$ cat src/rtl/hs_mixer_pkg.sv
package hs_mixer_pkg;

    typedef enum logic [1:0] {
        PH_IDLE = 2'd0,
        PH_RISE = 2'd1,
        PH_HOLD = 2'd2,
        PH_FALL = 2'd3
    } mix_phase_t;

    typedef enum logic [1:0] {
        OWN_NONE = 2'd0,
        OWN_A    = 2'd1,
        OWN_B    = 2'd2
    } mix_owner_t;

    typedef struct packed {
        mix_phase_t phase;
        mix_owner_t owner;
        logic       creq;
        logic       ack;
    } mix_state_t;

    localparam mix_state_t MIX_RESET = '{phase: PH_IDLE, owner: OWN_NONE, creq: 1'b0, ack: 1'b0};

    function automatic logic owner_req(mix_owner_t own, logic a, logic b);
        case (own)
            OWN_A:   return a;
            OWN_B:   return b;
            default: return 1'b0;
        endcase
    endfunction

endpackage

$ cat src/rtl/hs_mixer_fsm.sv
module hs_mixer_fsm
    import hs_mixer_pkg::*;
(
    input  logic       clk,
    input  logic       rst,
    input  logic       a_req,
    input  logic       b_req,
    input  logic       c_ack,
    output mix_state_t st
);
    mix_state_t nxt;
    logic       oreq;

    assign oreq = owner_req(st.owner, a_req, b_req);

    always_comb begin
        nxt = st;
        unique case (st.phase)
            PH_IDLE: begin
                if (a_req && !b_req) begin
                    nxt.phase = PH_RISE; nxt.owner = OWN_A; nxt.creq = 1'b1;
                end else if (b_req && !a_req) begin
                    nxt.phase = PH_RISE; nxt.owner = OWN_B; nxt.creq = 1'b1;
                end
            end
            PH_RISE: if (c_ack) begin
                nxt.phase = PH_HOLD; nxt.ack = 1'b1;
            end
            PH_HOLD: if (!oreq) begin
                nxt.phase = PH_FALL; nxt.creq = 1'b0;
            end
            PH_FALL: if (!c_ack) begin
                nxt.phase = PH_IDLE; nxt.ack = 1'b0; nxt.owner = OWN_NONE;
            end
            default: nxt = MIX_RESET;
        endcase
    end

    always_ff @(posedge clk) begin
        if (rst) st <= MIX_RESET;
        else     st <= nxt;
    end

    // an exclusive request in idle starts a c cycle
    p_start_r2: assert property (@(posedge clk) disable iff (rst)
        (st.phase == PH_IDLE && (a_req ^ b_req)) |=> st.creq);
    // owner release drops c request
    p_release_r4: assert property (@(posedge clk) disable iff (rst)
        (st.phase == PH_HOLD && !oreq) |=> !st.creq);
    // quiet inputs keep c request low
    p_quiet_r8: assert property (@(posedge clk) disable iff (rst)
        (st.phase == PH_IDLE && !a_req && !b_req && !c_ack) |=> !st.creq);
    // contention in idle starts nothing
    p_contend_r10: assert property (@(posedge clk) disable iff (rst)
        (st.phase == PH_IDLE && a_req && b_req) |=> !st.creq);
endmodule

$ cat src/rtl/hs_mixer_excl_mon.sv
module hs_mixer_excl_mon (
    input  logic clk,
    input  logic rst,
    input  logic a_req,
    input  logic b_req,
    output logic err
);
    always_ff @(posedge clk) begin
        if (rst) err <= 1'b0;
        else if (a_req && b_req) err <= 1'b1;
    end

    // error is sticky
    p_sticky_r9: assert property (@(posedge clk) disable iff (rst)
        err |=> err);
    // contention raises error
    p_flag_r9: assert property (@(posedge clk) disable iff (rst)
        (a_req && b_req) |=> err);
endmodule

$ cat src/rtl/hs_mixer_route.sv
module hs_mixer_route
    import hs_mixer_pkg::*;
(
    input  mix_state_t st,
    output logic       a_ack,
    output logic       b_ack,
    output logic       c_req
);
    assign a_ack = st.ack && (st.owner == OWN_A);
    assign b_ack = st.ack && (st.owner == OWN_B);
    assign c_req = st.creq;
endmodule

$ cat src/rtl/hs_mixer.sv
module hs_mixer
    import hs_mixer_pkg::*;
(
    input  logic clk,
    input  logic rst,
    input  logic a_req,
    output logic a_ack,
    input  logic b_req,
    output logic b_ack,
    output logic c_req,
    input  logic c_ack,
    output logic excl_err
);
    mix_state_t st;

    hs_mixer_fsm u_fsm (
        .clk(clk), .rst(rst), .a_req(a_req), .b_req(b_req), .c_ack(c_ack), .st(st)
    );

    hs_mixer_route u_route (
        .st(st), .a_ack(a_ack), .b_ack(b_ack), .c_req(c_req)
    );

    hs_mixer_excl_mon u_mon (
        .clk(clk), .rst(rst), .a_req(a_req), .b_req(b_req), .err(excl_err)
    );

    // acknowledges are exclusive
    p_one_ack_r6: assert property (@(posedge clk) disable iff (rst)
        !(a_ack && b_ack));
    // no premature acknowledge
    p_ack_a_r7: assert property (@(posedge clk) disable iff (rst)
        $rose(a_ack) |-> $past(c_ack));
    p_ack_b_r7: assert property (@(posedge clk) disable iff (rst)
        $rose(b_ack) |-> $past(c_ack));
    // c acknowledge is forwarded while c request is up
    p_fwd_r3: assert property (@(posedge clk) disable iff (rst)
        (c_req && c_ack && !a_ack && !b_ack) |=> (a_ack || b_ack));
endmodule

$ cat config.mk
export PLATFORM = sky130hd
export DESIGN_NAME = hs_mixer
export DESIGN_NICKNAME = d
export VERILOG_FILES = /design/src/rtl/hs_mixer_pkg.sv /design/src/rtl/hs_mixer_fsm.sv /design/src/rtl/hs_mixer_excl_mon.sv /design/src/rtl/hs_mixer_route.sv /design/src/rtl/hs_mixer.sv
export SDC_FILE = /design/constraint.sdc
export NUM_CORES = 1
export LEC_CHECK = 0
export ABC_AREA = 1
export BUFFER_PORTS_ARGS = -buffer_cell sky130_fd_sc_hd__buf_4
export CAP_MARGIN = 20
export CORE_AREA = 5 5 42 44
export DETAILED_ROUTE_END_ITERATION = 12
export DIE_AREA = 0 0 47 49
export PLACE_DENSITY = 0.54
export SYNTH_ARGS = -nofsm -noshare
export SYNTH_HDL_FRONTEND = slang
export SYNTH_SLANG_ARGS = --single-unit
$ cat constraint.sdc
create_clock -name clk -period 1.7 [get_ports clk]
set_clock_uncertainty 0.1 [all_clocks]
set_input_delay 0.255 -clock clk [delete_from_list [all_inputs] [get_ports clk]]
set_output_delay 0.255 -clock clk [all_outputs]
set_load 0.1 [all_outputs]
==> results.cfg, run 1 <==
[synthesis]
yosysWarnings = 0
ys_ff_latch = 7
synthDistinctLibCells = 15
synth_compound_area_frac = 0.07538
yosysSeqAreaShare = 0.2814
post_synth.cell_area_avg_um2 = 7.217
synth_mux_area_frac = 0
synth_common_cells = 15 x inv_1, 15 x nand2_1, 7 x dfxtp_1, 7 x ha_1, 6 x nor2_1
syn_inst = 69
synth_adder_area_share = 0.1759
netlist_top_cells_area = dfxtp_1 28%, ha_1 18%, inv_1 11%
yosysTopAreaCellShare = 0.2814
synth_top_family_by_area = simple AND/OR/NAND/NOR gates
synthArstFlopShare = 0
synthesis.area_um2 = 498.0
synth_flop_cell = dfxtp_1
synthXorXnorAreaFrac = 0
yosys.area.top_type = dfxtp_1
synth_enable_flop_cells = 0
synth-simple-area-share = 0.3543
synth_nets = 81

[clock_network]
cts_setup_buffers = 0
cts.root.buffer_cell = clkbuf_4
cts_htree_levels = 1
cts_buffers = 3
max-clock-path-buffers = 2
tritoncts = built
path_clk_slew_ps = 50
cts_resized = 0
postCtsHoldBufs = 0
cts.sinks = 7
insertion_delay_ps = 250

[global_routing]
grt_antenna_before_repair = 0
grtUsageTotal = 0.09661
grt_pass1_vias = 397
grt_max_degree = 6
grt.overflow.total = 0
grt_pass1_wl_mm = 1.642

[critical_path]
cp.arrival_ps = 1200
cpMostUsedCell = inv_1
critPathMaxStageDelay_ps = 360
path_cells = inv_1, ha_1, nand2_1, inv_1, buf_4
critPathKind = reg2out
path_max_fanout = 3
cp-start-kind = flop
cpMaxStageDelayCell = dfxtp_1
cp-end-kind = output port
required_ps = 1340

[pwr]
peakVddDrop_mv = 0.7833
powerDensity_nw_per_um2 = 1671
pwr-share-comb = 0.586
p_sw_frac = 0.4830
power_report.internal_total_uw = 521.9
clkPwrFrac = 0.151
finalPower_mw = 1.010
pwr-share-seq = 0.263
switchingPower_uw = 487.7
leakagePower_nw = 0.3264

[sta]
setup_slack_ps = 143.3
slew_violations = 0
tns_ps = 0
finalCriticalPeriod_ps = 1557
final.period_utilization = 0.9157
hold_viol = 0
rsz0062_at_grt = false
setup_violations = 0
fmax_mhz = 642.4
worst_pin_slew_ps = 279.3
relSlewSlack = 0.8153

[final_layout]
nFillCells = 151
fin_nets = 94
area_delta_synth_final_pct = 21.36
utilization = 0.4313
drive_gt1_frac = 0.2716
diodes = 0

[hold_path]
hp-class = in2reg

[floorplan]
die_h_um = 49
boundaryPins = 9
die-area_um2 = 2303
coreArea_um2 = 1401
die_w_um = 47
num_rows = 14
start_util = 0.3554

[placed_design]
place_hpwl_um = 725.9
place.gp.congestion = 0.7928
io_buffers = 8
pre_cts_ws_ps = 326.9

[route]
ant_nets = 0
drt-total-wl_um = 900
firstDrtPassIters = 4
vias = 419
drtIter0Drc = 8
route.detailed.drc = 0
wl_per_cell_um = 9.278
vias_per_cell = 4.320

[status]
status = finished clean

[job]
maxCapViolations = 0
[critical path, delay by kind of cell (launching register included)]
kind          cells  cell delay, ps
simple gates      1              70
flops             1             360
fa+ha+maj         1             210
buf+inv           3             310
[sequential cells by signal (all words and copies together), names as in the netlist]
register and cells:
u_fsm.st 6, u_mon.err 1
[power groups by stage]
stage               logic [mW]  registers, mW  clock network [mW]
finish                   0.592          0.265               0.153
global route             0.675          0.271               0.173
detailed placement       0.592          0.267                   0
floorplan                0.401          0.348                   0
CTS                      0.599          0.264               0.161
global placement         0.597          0.268                   0
[cells in the final DEF (no fill, tap or decap), types with 2 or more instances in the layout]
cell type and n:
nor2_1 6, ha_1 7, nand3_1 2, a21oi_1 4
dfxtp_1 7, nand2_2 3, nand4_1 2, nand2_1 15
clkbuf_4 3, nor2_2 2, inv_1 15, buf_4 8
nand3_2 2
[layout make-up]
type                       instances  area (um2)  share of cell area
clock buffer                       4       26.28             0.04348
inverter                          15       56.30             0.09317
multi-input combinational         47       301.5              0.4990
sequential                         7       140.1              0.2319
tap                               16       20.02             0.03313
timing repair buffer               8       60.06             0.09938
[logic make-up after synthesis]
group	after synthesis
AND/OR/NAND/NOR	34
buffers and inverters	15
adder cells (fa/ha/maj)	7
flip-flops	7
AO/OA/AOI/OAI	6
[final timing paths]
path                                 start                  endpoint  slack (ps)  cells past startpoint
setup / recovery  u_fsm.st[2]$_SDFFE_PP0P_                     b_ack         140                      5
setup reg to reg  u_fsm.st[2]$_SDFFE_PP0P_  u_fsm.st[4]$_SDFFE_PP0P_         300                      8
hold reg to reg   u_fsm.st[1]$_SDFFE_PP0P_  u_fsm.st[1]$_SDFFE_PP0P_         360                      2
hold / removal                         rst  u_fsm.st[3]$_SDFFE_PP0P_          90                      2
[metrics by stage]
| stage | hold WS (ps) | std cells | cell area, um2 |
|---|---|---|---|
| global placement | 345.0 | 93 | 578.1 |
| floorplan | 224.1 | 69 | 498.0 |
| finish | 86.04 | 97 | 604.3 |
| CTS | 79.68 | 97 | 604.3 |
| detailed placement | 345.9 | 93 | 578.1 |
| global route | 87.48 | 97 | 604.3 |
[metal layers]
| metal | vias up | GRT usage | share of wire |
|---|---|---|---|
| met3 | 2 | 0.05904 | 0.086 |
| met1 | 173 | 0.1280 | 0.47 |
| met4 | 0 | 0.02765 | 0.016 |
| met2 | 9 | 0.1290 | 0.43 |
| li1 | 235 | - | - |
| met5 | - | 0 | 0 |
Note: power is estimated with default switching activity, not from simulation.
==> inputs of run 2 (changes only) <==
--- a/config.mk
+++ b/config.mk
@@ -11,6 +11,7 @@
 export CORE_AREA = 5 5 42 44
 export DETAILED_ROUTE_END_ITERATION = 12
 export DIE_AREA = 0 0 47 49
+export GPL_TIMING_DRIVEN = 0
 export PLACE_DENSITY = 0.54
 export SYNTH_ARGS = -nofsm -noshare
 export SYNTH_HDL_FRONTEND = slang
==> results.cfg, run 2 (synthesis results as in run 1) <==
[status]
status = finished clean

[floorplan]
die_w_um = 47
start_util = 0.3554
die_h_um = 49
die-area_um2 = 2303
num_rows = 14
coreArea_um2 = 1401
boundaryPins = 9

[placed_design]
pre_cts_ws_ps = 329.1
io_buffers = 8
dp_cells = 93
place_hpwl_um = 776.3
place.gp.congestion = 0.7138
place_area_um2 = 578.1

[hold_path]
worstHoldPathCells = 2
hp-class = in2reg

[pwr]
powerDensity_nw_per_um2 = 1670
switchingPower_uw = 487.0
leakagePower_nw = 0.3264
p_sw_frac = 0.4826
pwr-share-seq = 0.262
power_report.internal_total_uw = 522.0
pwr-share-comb = 0.590
clkPwrFrac = 0.148
peakVddDrop_mv = 1.050

[final_layout]
drive_gt1_frac = 0.2716
mostFrequentLayoutCells = 15 x inv_1, 15 x nand2_1, 8 x buf_4
final_cells = 97
fin_nets = 94
nFillCells = 153
reg_top3 = u_fsm.st: 6 flops, u_mon.err: 1 flops
largest-register = u_fsm.st
area_delta_synth_final_pct = 21.36
postLayoutCellArea_um2 = 604.3
diodes = 0
utilization = 0.4313
largest_reg_flops = 6

[job]
maxCapViolations = 0

[clock_network]
cts_setup_buffers = 0
path_clk_slew_ps = 50
cts_buffers = 3
cts_resized = 0
postCtsHoldBufs = 0
tritoncts = built
max-clock-path-buffers = 2
cts.sinks = 7
insertion_delay_ps = 250
cts_htree_levels = 1
cts.root.buffer_cell = clkbuf_4

[route]
drt-total-wl_um = 941
ant_nets = 0
vias = 421
firstDrtPassIters = 4
drtIter0Drc = 6
wl_per_cell_um = 9.701
route.detailed.drc = 0
vias_per_cell = 4.340

[global_routing]
grtUsageTotal = 0.09852
grt.overflow.total = 0
grt_antenna_before_repair = 0
grt_pass1_vias = 378
grt_pass1_wl_mm = 1.683
grt_max_degree = 6

[sta]
tns_ps = 0
slew_violations = 0
setup_slack_ps = 156.4
rsz0062_at_grt = false
fmax_mhz = 647.8
setup_violations = 0
hold_viol = 0
finalCriticalPeriod_ps = 1544
worst_pin_slew_ps = 279.1
relSlewSlack = 0.8155
final.period_utilization = 0.9080

[critical_path]
r2r_end = u_fsm.st[4]$_SDFFE_PP0P_
r2r-start = u_fsm.st[2]$_SDFFE_PP0P_
cp.arrival_ps = 1190
cp-end-kind = output port
rrSetupSlack_ps = 320
startpoint = u_fsm.st[2]$_SDFFE_PP0P_
critPathKind = reg2out
reg2regPathDepth = 8
endpoint = b_ack
required_ps = 1340
path_max_fanout = 3
cp-start-kind = flop
## run 2: cell counts in the layout (fill, tap and decap cells not counted)
No cell type changed its count.
## run 2: layout make-up
cell class	instances	area [um2]	share of cell area
repair buffers	8	60.06	0.09938
flip-flops and latches	7	140.1	0.2319
clock buffers	4	26.28	0.04348
inverters	15	56.30	0.09317
well taps	16	20.02	0.03313
multi-input cells	47	301.5	0.4990
## run 2: worst min-delay path by stage
stage	from	endpoint	slack, ps
floorplan	rst	u_fsm.st[2]$_SDFFE_PP0P_	220
finish	rst	u_fsm.st[3]$_SDFFE_PP0P_	90
detailed placement	u_fsm.st[1]$_SDFFE_PP0P_	u_fsm.st[1]$_SDFFE_PP0P_	340
global route	rst	u_fsm.st[3]$_SDFFE_PP0P_	80
global placement	u_fsm.st[1]$_SDFFE_PP0P_	u_fsm.st[1]$_SDFFE_PP0P_	340
CTS	rst	u_fsm.st[3]$_SDFFE_PP0P_	80
## run 2: power groups by stage
stage | clock [mW] | sequential (mW) | combinational (mW)
after detailed placement | 0 | 0.269 | 0.595
final | 0.150 | 0.264 | 0.595
after CTS | 0.158 | 0.265 | 0.599
after global placement | 0 | 0.268 | 0.591
after floorplan | 0 | 0.348 | 0.401
after global routing | 0.173 | 0.274 | 0.675
## run 2: critical path: stages, from the launching register on
cell     delay [ps]
dfxtp_1         360
inv_1            60
ha_1            210
nand2_1          70
inv_1            30
buf_4           220
## run 2: metrics by stage
stage | hold slack (ps) | power [mW]
after floorplan | 224.1 | 0.7490
after global placement | 343.4 | 0.8588
after detailed placement | 343.9 | 0.8634
after CTS | 82.59 | 1.022
after global routing | 76.37 | 1.122
final | 89.78 | 1.009
## run 2: metal layers
metal,GRT usage,part of all wire
met5,0,0
met3,0.05904,0.082
met1,0.1425,0.48
met4,0.01382,0.0085
met2,0.1267,0.43
